**config.mk**
```make
export PLATFORM = sky130hd
export DESIGN_NAME = sft_table
export DESIGN_NICKNAME = d
export VERILOG_FILES = /design/src/rtl/sft_pkg.sv /design/src/rtl/sft_hash.sv /design/src/rtl/sft_match.sv /design/src/rtl/sft_store.sv /design/src/rtl/sft_table.sv
export SDC_FILE = /design/constraint.sdc
export NUM_CORES = 2
export LEC_CHECK = 0
export BUFFER_PORTS_ARGS = -buffer_cell sky130_fd_sc_hd__buf_2
export CAP_MARGIN = 20
export CORE_UTILIZATION = 45
export CTS_BUF_LIST = sky130_fd_sc_hd__clkbuf_2 sky130_fd_sc_hd__clkbuf_4 sky130_fd_sc_hd__clkbuf_8
export CTS_CLUSTER_DIAMETER = 200
export DETAILED_ROUTE_END_ITERATION = 10
export MAX_ROUTING_LAYER = met4
export PLACE_DENSITY = 0.57
export SYNTH_ARGS = -nofsm -noshare
export SYNTH_HDL_FRONTEND = slang
export SYNTH_SLANG_ARGS = --single-unit
```
**constraint.sdc**
```tcl
create_clock -name clk -period 6.63 [get_ports clk]
set_input_delay 0 -clock clk [delete_from_list [all_inputs] [get_ports clk]]
set_output_delay 0 -clock clk [all_outputs]
set_load 0.02 [all_outputs]
```
**src/rtl/sft_pkg.sv**
```systemverilog
// Shared definitions for the signature flow table.
// Assumes: command opcodes are two bits wide; code 3 is reserved and acts as a lookup.
package sft_pkg;
    typedef enum logic [1:0] {
        SFT_LOOKUP = 2'd0,
        SFT_INSERT = 2'd1,
        SFT_DELETE = 2'd2,
        SFT_RSVD   = 2'd3
    } sft_op_e;

    localparam logic [31:0] SFT_HASH_MULT = 32'h9E37_79B1;
endpackage

```
**src/rtl/sft_hash.sv**
```systemverilog
// Multiplicative hash of a flow key into a bucket index and a signature.
// Assumes: IDX_W + SIG_W <= 32, so the index and signature bits never overlap.
module sft_hash #(
    parameter int KEY_W = 32,
    parameter int IDX_W = 4,
    parameter int SIG_W = 16
) (
    input  logic [KEY_W-1:0] key,
    output logic [IDX_W-1:0] idx,
    output logic [SIG_W-1:0] sig
);
    localparam int HASH_W = 32;

    logic [HASH_W-1:0] key_w;
    logic [HASH_W-1:0] hval;

    // Fit the key into the hash width and multiply by the odd constant.
    always_comb begin
        key_w = HASH_W'(key);
        hval  = key_w * sft_pkg::SFT_HASH_MULT;
        idx   = hval[IDX_W-1:0];
        sig   = hval[HASH_W-1 -: SIG_W];
    end
endmodule

```
**src/rtl/sft_match.sv**
```systemverilog
// Compares a probe signature with every slot of one bucket.
// Finds the matching slot and the lowest free slot.
// Assumes: at most one valid slot holds a given signature (the insert logic keeps this true).
module sft_match #(
    parameter int WAYS  = 4,
    parameter int SIG_W = 16
) (
    input  logic                    clk,
    input  logic                    rst_n,
    input  logic                    chk_en,
    input  logic [WAYS*SIG_W-1:0]   slot_sig,
    input  logic [WAYS-1:0]         slot_vld,
    input  logic [SIG_W-1:0]        probe,
    output logic                    hit,
    output logic [$clog2(WAYS)-1:0] hit_slot,
    output logic                    has_free,
    output logic [$clog2(WAYS)-1:0] free_slot
);
    localparam int SLOT_W = $clog2(WAYS);

    logic [WAYS-1:0] match_vec;

    // One comparator per slot.
    genvar g;
    generate
        for (g = 0; g < WAYS; g++) begin : g_cmp
            assign match_vec[g] = slot_vld[g] && (slot_sig[g*SIG_W +: SIG_W] == probe);
        end
    endgenerate

    // Encode the matching slot and the lowest free slot.
    always_comb begin
        hit       = |match_vec;
        has_free  = ~&slot_vld;
        hit_slot  = '0;
        free_slot = '0;
        for (int i = WAYS - 1; i >= 0; i--) begin
            if (match_vec[i]) hit_slot = SLOT_W'(i);
            if (!slot_vld[i]) free_slot = SLOT_W'(i);
        end
    end


    sig_unique_chk: assert property (@(posedge clk) disable iff (!rst_n)
        chk_en |-> $onehot0(match_vec));
endmodule

```
**src/rtl/sft_store.sv**
```systemverilog
// Bucket storage: WAYS signatures and a valid mask per bucket.
// It has one combinational read port and one write port that sets or clears a single slot.
// Assumes: only the valid masks need reset; a signature is meaningless while its valid bit is 0.
module sft_store #(
    parameter int IDX_W = 4,
    parameter int WAYS  = 4,
    parameter int SIG_W = 16
) (
    input  logic                    clk,
    input  logic                    rst_n,
    input  logic [IDX_W-1:0]        rd_idx,
    output logic [WAYS*SIG_W-1:0]   rd_sig,
    output logic [WAYS-1:0]         rd_vld,
    input  logic                    we,
    input  logic                    wr_set,
    input  logic [IDX_W-1:0]        wr_idx,
    input  logic [$clog2(WAYS)-1:0] wr_slot,
    input  logic [SIG_W-1:0]        wr_sig
);
    localparam int NBKT = 1 << IDX_W;

    logic [WAYS*SIG_W-1:0] sig_mem [NBKT];
    logic [WAYS-1:0]       vld_mem [NBKT];

    // Read the addressed bucket.
    always_comb begin
        rd_sig = sig_mem[rd_idx];
        rd_vld = vld_mem[rd_idx];
    end

    // Clear all valid masks on reset; otherwise set or clear one slot.
    always_ff @(posedge clk) begin
        if (!rst_n) begin
            for (int b = 0; b < NBKT; b++) vld_mem[b] <= '0;
        end else if (we) begin
            vld_mem[wr_idx][wr_slot] <= wr_set;
        end
    end

    // Write the signature on allocation.
    always_ff @(posedge clk) begin
        if (we && wr_set) sig_mem[wr_idx][wr_slot*SIG_W +: SIG_W] <= wr_sig;
    end


    slot_flip_chk: assert property (@(posedge clk) disable iff (!rst_n)
        we |-> (vld_mem[wr_idx][wr_slot] != wr_set));
endmodule

```
**src/rtl/sft_table.sv**
```systemverilog
// Signature-based flow table top.
// Stage 1 registers the hashed command. Stage 2 reads the bucket, compares signatures,
// updates the bucket and registers the response.
// Assumes: the bulk state memory lives outside; only its record address is produced here.
module sft_table #(
    parameter int KEY_W = 32,
    parameter int IDX_W = 4,
    parameter int SIG_W = 16,
    parameter int WAYS  = 4
) (
    input  logic                    clk,
    input  logic                    rst_n,
    input  logic                    cmd_valid,
    output logic                    cmd_ready,
    input  logic [1:0]              cmd_op,
    input  logic [KEY_W-1:0]        cmd_key,
    output logic                    rsp_valid,
    output logic                    rsp_hit,
    output logic                    rsp_exc,
    output logic [IDX_W+$clog2(WAYS)-1:0] rsp_addr
);
    import sft_pkg::*;

    localparam int SLOT_W = $clog2(WAYS);
    localparam int ADDR_W = IDX_W + SLOT_W;

    logic              accept;
    logic [IDX_W-1:0]  h_idx;
    logic [SIG_W-1:0]  h_sig;

    logic              s1_valid;
    sft_op_e           s1_op;
    logic [IDX_W-1:0]  s1_idx;
    logic [SIG_W-1:0]  s1_sig;

    logic [WAYS*SIG_W-1:0] b_sig;
    logic [WAYS-1:0]       b_vld;
    logic                  m_hit;
    logic [SLOT_W-1:0]     m_slot;
    logic                  m_free;
    logic [SLOT_W-1:0]     m_free_slot;

    logic                  we;
    logic                  wr_set;
    logic [SLOT_W-1:0]     wr_slot;
    logic                  n_hit;
    logic                  n_exc;
    logic [ADDR_W-1:0]     n_addr;

    assign accept = cmd_valid && cmd_ready;

    sft_hash #(.KEY_W(KEY_W), .IDX_W(IDX_W), .SIG_W(SIG_W)) u_hash (
        .key(cmd_key), .idx(h_idx), .sig(h_sig)
    );

    // Ready is held low during reset and rises afterwards.
    always_ff @(posedge clk) begin
        if (!rst_n) cmd_ready <= 1'b0;
        else        cmd_ready <= 1'b1;
    end

    // Stage 1: capture the hashed command.
    always_ff @(posedge clk) begin
        if (!rst_n) begin
            s1_valid <= 1'b0;
            s1_op    <= SFT_LOOKUP;
            s1_idx   <= '0;
            s1_sig   <= '0;
        end else begin
            s1_valid <= accept;
            if (accept) begin
                s1_op  <= sft_op_e'(cmd_op);
                s1_idx <= h_idx;
                s1_sig <= h_sig;
            end
        end
    end

    sft_store #(.IDX_W(IDX_W), .WAYS(WAYS), .SIG_W(SIG_W)) u_store (
        .clk(clk), .rst_n(rst_n),
        .rd_idx(s1_idx), .rd_sig(b_sig), .rd_vld(b_vld),
        .we(we), .wr_set(wr_set), .wr_idx(s1_idx), .wr_slot(wr_slot), .wr_sig(s1_sig)
    );

    sft_match #(.WAYS(WAYS), .SIG_W(SIG_W)) u_match (
        .clk(clk), .rst_n(rst_n), .chk_en(s1_valid),
        .slot_sig(b_sig), .slot_vld(b_vld), .probe(s1_sig),
        .hit(m_hit), .hit_slot(m_slot), .has_free(m_free), .free_slot(m_free_slot)
    );

    // Stage 2 decision: the bucket update and the response fields.
    always_comb begin
        we      = 1'b0;
        wr_set  = 1'b0;
        wr_slot = m_slot;
        n_hit   = 1'b0;
        n_exc   = 1'b0;
        n_addr  = '0;
        if (s1_valid) begin
            unique case (s1_op)
                SFT_INSERT: begin
                    if (m_hit) begin
                        n_hit  = 1'b1;
                        n_addr = {s1_idx, m_slot};
                    end else if (m_free) begin
                        we      = 1'b1;
                        wr_set  = 1'b1;
                        wr_slot = m_free_slot;
                        n_addr  = {s1_idx, m_free_slot};
                    end else begin
                        n_exc = 1'b1;
                    end
                end
                SFT_DELETE: begin
                    if (m_hit) begin
                        we     = 1'b1;
                        n_hit  = 1'b1;
                        n_addr = {s1_idx, m_slot};
                    end
                end
                default: begin
                    if (m_hit) begin
                        n_hit  = 1'b1;
                        n_addr = {s1_idx, m_slot};
                    end
                end
            endcase
        end
    end

    // Response register.
    always_ff @(posedge clk) begin
        if (!rst_n) begin
            rsp_valid <= 1'b0;
            rsp_hit   <= 1'b0;
            rsp_exc   <= 1'b0;
            rsp_addr  <= '0;
        end else begin
            rsp_valid <= s1_valid;
            rsp_hit   <= n_hit;
            rsp_exc   <= n_exc;
            rsp_addr  <= n_addr;
        end
    end


    rsp_follows_cmd_chk: assert property (@(posedge clk) disable iff (!rst_n)
        rsp_valid |-> $past(accept, 2));


    exc_only_insert_chk: assert property (@(posedge clk) disable iff (!rst_n)
        (rsp_valid && rsp_exc) |-> ($past(s1_op) == SFT_INSERT && !rsp_hit));


    lookup_no_write_chk: assert property (@(posedge clk) disable iff (!rst_n)
        (s1_valid && (s1_op == SFT_LOOKUP || s1_op == SFT_RSVD)) |-> !we);


    full_no_alloc_chk: assert property (@(posedge clk) disable iff (!rst_n)
        (we && wr_set) |-> !(&b_vld));
endmodule

```
Yosys cells after proc, flatten, opt, wreduce, memory -nomap -nowiden
Memories as Yosys holds them, arrays and structs flattened. A register that Yosys moved wholly into a read port is not among the register bits.
Index checks and enable logic that the tools add are counted.
{"block": "classes", "addsub": 1, "n_mul": 1, "order_cmp": 2, "eq_ne": 6, "shift": 2, "muxes": 40, "bitwise": 3, "reduce_logical": 12}
{"operator": "$eq A16 B16 Y1", "count": 4}
{"operator": "$mux W64", "count": 1}
{"operator": "$shift A16 B34 Y64 const A", "count": 1}
{"operator": "$shiftx A16 B34 Y64", "count": 1}
{"operator": "$neg A6 Y34", "count": 1}
{"operator": "$mul A32 B32 Y32 const B", "count": 1}
{"operator": "$mux W4", "count": 8}
{"operator": "$mux W2", "count": 12}
{"operator": "$mux W6", "count": 4}
{"operator": "$mux W1", "count": 13}
{"operator": "$reduce_or A4 Y1", "count": 2}
{"operator": "$logic_and A1 B1 Y1", "count": 7}
{"operator": "$reduce_or A7 Y1", "count": 1}
{"operator": "$reduce_and A4 Y1", "count": 1}
{"operator": "$lt A2 B3 Y1 const B", "count": 1}
{"operator": "$not A1 Y1", "count": 3}
{"operator": "$demux W1 S2", "count": 1}
{"operator": "$eq A2 B1 Y1 const B", "count": 1}
{"operator": "$eq A2 B2 Y1 const B", "count": 1}
{"operator": "$ge A2 B1 Y1 const B", "count": 1}
{"operator": "$pmux W1 S2", "count": 1}
{"operator": "$reduce_and A2 Y1", "count": 1}
{"block": "totals", "reg_bits": 33, "ram_bits": 1088, "inputBits": 37, "out_inout_bits": 10, "word_cells": 78, "n_memories": 2}
{"name": "u_store.sig_mem", "words": 16, "width": 64, "read_ports": 1, "rd_ports_with_merged_regs": 1, "wr": 1, "line": "sft_store.sv:22", "rtl": "logic [WAYS*SIG_W-1:0] sig_mem [NBKT];"}
{"name": "u_store.vld_mem", "words": 16, "width": 4, "read_ports": 1, "rd_ports_with_merged_regs": 1, "wr": 16, "line": "sft_store.sv:23", "rtl": "logic [WAYS-1:0] vld_mem [NBKT];"}

Depth between registers and ports, before layout
{"block": "logic_depth", "depth_word": 17, "ltp_mapped": 27, "ltp_nobuf": 27}

By module
From an unflattened synthesis, not the netlist that was laid out.
{"block": "hier_totals", "hier_cells": 3089, "area_unflattened_um2": 52952.0}
{"module": "sft_store", "n_inst": 1, "cells_per_inst": 2008, "area_per_inst_um2": 42179.2, "seq_area_each_um2": 32671.3}
{"module": "sft_hash", "n_inst": 1, "cells_per_inst": 843, "area_per_inst_um2": 8564.5, "seq_area_each_um2": 0.0}
{"module": "sft_table", "n_inst": 1, "cells_per_inst": 138, "area_per_inst_um2": 1392.6, "seq_area_each_um2": 660.6}
{"module": "sft_match", "n_inst": 1, "cells_per_inst": 100, "area_per_inst_um2": 815.8, "seq_area_each_um2": 0.0}

Worst setup path after synthesis
Ideal clock, no wire load.
{"block": "synth_path", "path_kind": "input to register", "start": "input cmd_key[4]", "end": "register s1_sig[14]", "setup_time_ns": 0.122, "arrival_ns": 5.905, "required_ns": 6.508, "setup_slack_ns": 0.603, "stages": 26, "n_path_buf": 0, "cell_sequence": "inv_1 fa_1 inv_1 fa_1 fa_1 inv_1 fa_1 inv_1 fa_1 inv_1 fa_1 inv_1 fa_1 inv_1 fa_1 inv_1 ha_1 o21a_1 o21ai_0 a21oi_1 o31ai_1 o211a_1 o31ai_1 o21a_1 nor2_1 a311o_1"}
{"block": "synth_between", "elab_chain_cells": 1}
{"item": "start, declared", "line": "sft_table.sv:16", "rtl": "input logic [KEY_W-1:0] cmd_key,"}
{"item": "$mul A32 B32 Y32", "line": "sft_hash.sv:20", "rtl": "hval = key_w * sft_pkg::SFT_HASH_MULT;"}
{"item": "end signal, assigned", "line": "sft_table.sv:74", "rtl": "s1_sig <= h_sig;"}
{"item": "end, declared", "line": "sft_table.sv:34", "rtl": "logic [SIG_W-1:0] s1_sig;"}
Every way passes these cells.
A chain may end at the register's enable or synchronous reset.

==> impl_results.md <==
* Clk_skew at 0.06990 ns
* DIE HEIGHT at 351.1 um
* Shortest clock period the worst path allows after layout at 6.245 ns
* Kind of capture point of the worst setup path: register
* Startpoint types: register
* Type of the worst setup path: register to register
* Part of the power in registers at 0.314
* Multi-input gate area at 19490 sq um
* Comb pwr share at 0.449
* First-pass GRT wire length at 212200 um
* Minimum setup slack in the final design at 0.3850 ns
* Relative slew margins at 0.2553
* Hold WS at 0.1389 ns
* Number of ports placed on the die boundary at 47
* Post-route DRC violation count at 0
* Commonest register cell after synthesis: sky130_fd_sc_hd__edfxtp_1
* Count of distinct cell types in the synthesized netlist at 80
* Sequential Area at 33430 sq um
* Switch Pwr at 0.009277 W
* Resize count post-CTS at 0
* Total count of max-transition violations in the final report at 0
* Power density cells at 407.1 nW/um^2
* Cell area reported after detailed placement at 58260 sq um
* # fillers at 10070
* Antenna violations before repair at 2
* Largest net degree at the start of global routing at 96
* Final setup violation count at 0
* Highest fanout seen on the critical path at 42
* Fin. Hold Viols at 0
* Total detailed-routing wirelength at 145200 um
* Internal portion of total power at 0.01602 W
* Total die area at 123300 sq um
* Synth warnings at 0
* Total track usage at 0.2478
* Data arrival time at the worst-slack endpoint at 6.96 ns
* Leading cell types in the layout, fill and taps excluded: sky130_fd_sc_hd__edfxtp_1, sky130_fd_sc_hd__inv_1, sky130_fd_sc_hd__mux4_2, sky130_fd_sc_hd__fa_1, sky130_fd_sc_hd__ha_1
* Clk slew on worst S/H paths at 0.06 ns
* Initial DRT Pass Iterations at 7
* Leading area contributor after synthesis: sky130_fd_sc_hd__edfxtp_1
* Via density per instance at 5.668
* Horiz. Die Dim at 351.1 um
* FFs w/ async S/R, synth at 0
* Fraction of post-synthesis cell area in the top cell type by area at 0.5958
* Global route total overflow at 0
* H-Tree Level Count at 4
* Fraction of final layout cells sized beyond drive strength 1 at 0.2544
* Total of flip-flops plus latches after synthesis at 1125
* Relative area change from synthesis to final layout at 13.32%
* Clock Tree Buf Depth at 3
* Finished Cell Area at 62150 sq um
* Initial Util at 0.4553
* Most common cell after layout, fill and taps aside: sky130_fd_sc_hd__edfxtp_1
* Row count at 127
* WP data required at 7.34 ns
* P_leak at 19.87 nW
* Number of nets with antenna violations after detailed routing at 0
* Area of the mapped netlist at 54840 sq um
* TritonCTS buffer count at 183
* Share of power burned in the clock network at 0.237
* Maximum frequency from static timing analysis at 160.1 MHz
* Number of buffers inserted by post-CTS setup repair at 0
* Worst Setup Slack post-DPL at 0.1161 ns
* Worst slew pin tran at 1.116 ns
* Sequential share of the synthesized area at 0.6093
* Total Neg Setup Slack at 0 ns
* Detailed-route via count at 30130
* Leading post-synthesis cells by cell area: sky130_fd_sc_hd__edfxtp_1, sky130_fd_sc_hd__mux4_2, sky130_fd_sc_hd__fa_1
* Clk_lat worst skew at 0.88 ns
* Period utilisation layout at 0.9419
* IR Drop Worst-Case VDD at 0.001296 V
* Port-buffer cells at 46
* Synthesized area divided by synthesized cell count at 16.71 sq um
* Clock root buffer master: sky130_fd_sc_hd__clkbuf_8
* Max-cap viol count at 0
* Net count after synthesis at 3713
* Dpl hpwl at 92180 um
* Run status: finished clean
* Net count of the finished layout at 3990
* Reg-to-reg endpoint: u_store.sig_mem[15][26]$_DFFE_PP_
* Worst hold-check path type: input port to register
* Synth Instances at 3281
* DRC marker count from the first detailed-route iteration at 2665
* Register-to-Register Path Depth at 14
* Clock sink count at 1125
* Global placement routability congestion at 0.9126
* CP Capture Point: u_store.sig_mem[15][26]$_DFFE_PP_
* Placeable core region at 120400 sq um
* Mean routed wirelength per cell at 27.31 um
* Clock tree from TritonCTS: done
* FF-to-FF setup slack at 0.38 ns
* RSZ-0062 raised after global routing: no
* Number of flops mapped to enable cells by yosys at 1088
* Switching portion of total power at 0.3667
* Via count of the first global-routing pass at 32100
* # hold bufs at CTS at 17
==> layout make-up <==
| type | count | area share |
|---|---|---|
| Clock buffer | 255 | 0.04963 |
| Clock inverter | 71 | 0.008557 |
| Inverter | 343 | 0.02074 |
| Sequential cell | 1125 | 0.5379 |
| Multi-Input combinational cell | 1651 | 0.3137 |
| Antenna cell | 4 | 0.0001611 |
| Timing Repair Buffer | 254 | 0.03688 |
| Tap cell | 1612 | 0.03245 |
==> per-layer routing <==
layer | global-route usage | wire [um] | up-vias
met3 | 0.03839 | 9025 | 216
met4 | 0.07317 | 3608 | 0
met5 | - | 0 | -
li1 | - | - | 12930
met1 | 0.3278 | 61340 | 15930
met2 | 0.3972 | 71200 | 1047
==> registers in the layout, indices dropped and copies added (netlist names), named ones only <==
name	count
u_store.sig_mem	1024
u_store.vld_mem	64
s1_sig	16
rsp_addr	6
s1_idx	4
s1_op	2
cmd_ready	1
rsp_exc	1
rsp_hit	1
rsp_valid	1
s1_valid	1
==> worst min path at each step <==
| stage | from | end | slack, ns | depth (start not counted) |
|---|---|---|---|---|
| 3_5_place_dp | cmd_op[1] | s1_op[1]$_SDFFE_PN0P_ | 0.32 | 3 |
| 4_1_cts | cmd_key[25] | s1_sig[14]$_SDFFE_PN0P_ | 0.08 | 5 |
| 5_1_grt | cmd_key[25] | s1_sig[14]$_SDFFE_PN0P_ | 0.13 | 5 |
| 3_3_place_gp | cmd_op[1] | s1_op[1]$_SDFFE_PN0P_ | 0.31 | 3 |
| 2_1_floorplan | rst_n | cmd_ready$_DFF_P_ | 0.03 | 0 |
| 6_report | cmd_key[25] | s1_sig[14]$_SDFFE_PN0P_ | 0.14 | 5 |
==> critical path, cell delays in order (launching register included) <==
cell and delay [ns]:
sky130_fd_sc_hd__dfxtp_4 0.95, sky130_fd_sc_hd__buf_4 0.39, sky130_fd_sc_hd__buf_4 0.24, sky130_fd_sc_hd__mux4_2 0.52, sky130_fd_sc_hd__mux2i_1 0.21, sky130_fd_sc_hd__xnor2_1 0.14
sky130_fd_sc_hd__o21ai_0 0.16, sky130_fd_sc_hd__nand4_1 0.18, sky130_fd_sc_hd__nor4b_4 0.82, sky130_fd_sc_hd__nor2_1 0.17, sky130_fd_sc_hd__nand2_1 0.22, sky130_fd_sc_hd__ha_2 0.70
sky130_fd_sc_hd__buf_4 0.45, sky130_fd_sc_hd__nor4bb_2 0.56, sky130_fd_sc_hd__buf_4 0.29
==> power groups by stage <==
stage | clock network [W] | logic (W) | registers (W)
6_report | 0.00600 | 0.0114 | 0.00794
5_1_grt | 0.00642 | 0.0130 | 0.00794
4_1_cts | 0.00612 | 0.0115 | 0.00794
3_5_place_dp | 0 | 0.0114 | 0.00808
3_3_place_gp | 0 | 0.0112 | 0.00808
2_1_floorplan | 0 | 0.00855 | 0.00800
==> stage by stage <==
stage / total power (W) / utilization / std cells
floorplan: 0.01655 / - / 3281
global placement: 0.01930 / 0.4837 / 4957
finish: 0.02530 / 0.5160 / 5315
CTS: 0.02556 / 0.5152 / 5300
detailed placement: 0.01950 / 0.4837 / 4957
global route: 0.02735 / 0.5159 / 5313
==> synthesized netlist by cell type (all sizes together), types with 6 or more instances <==
master and instances:
a31oi 13, nand2 82, edfxtp 1088, nand4 11, nor4b 22, and3 21
nand2b 13, o211a 8, fa 203, dfxtp 37, a22oi 7, a21oi 24
and2 10, mux4 251, nor2b 21, o31ai 6, and4b 17, nor3 11
nor4bb 16, o22ai 10, mux2 35, ha 192, a211oi 8, nor2 166
xor2 37, nand3 43, mux2i 127, nor4 10, a221oi 8, inv 342
o21ai 100, a21boi 10, xnor2 99, clkbuf 60, or4 7, buf 102
==> cell families after synthesis <==
group / after synthesis / share of synthesized area
muxes: 413 / 0.1335
buffers and inverters: 505 / 0.04134
AOI/OAI and AO/OA: 232 / 0.02777
xor gates and xnor gates: 136 / 0.02172
and+or+nand+nor: 475 / 0.04853
adders and majority gates: 395 / 0.1179
DFF: 1125 / 0.6093
Note: power is estimated with default switching activity, not from simulation.
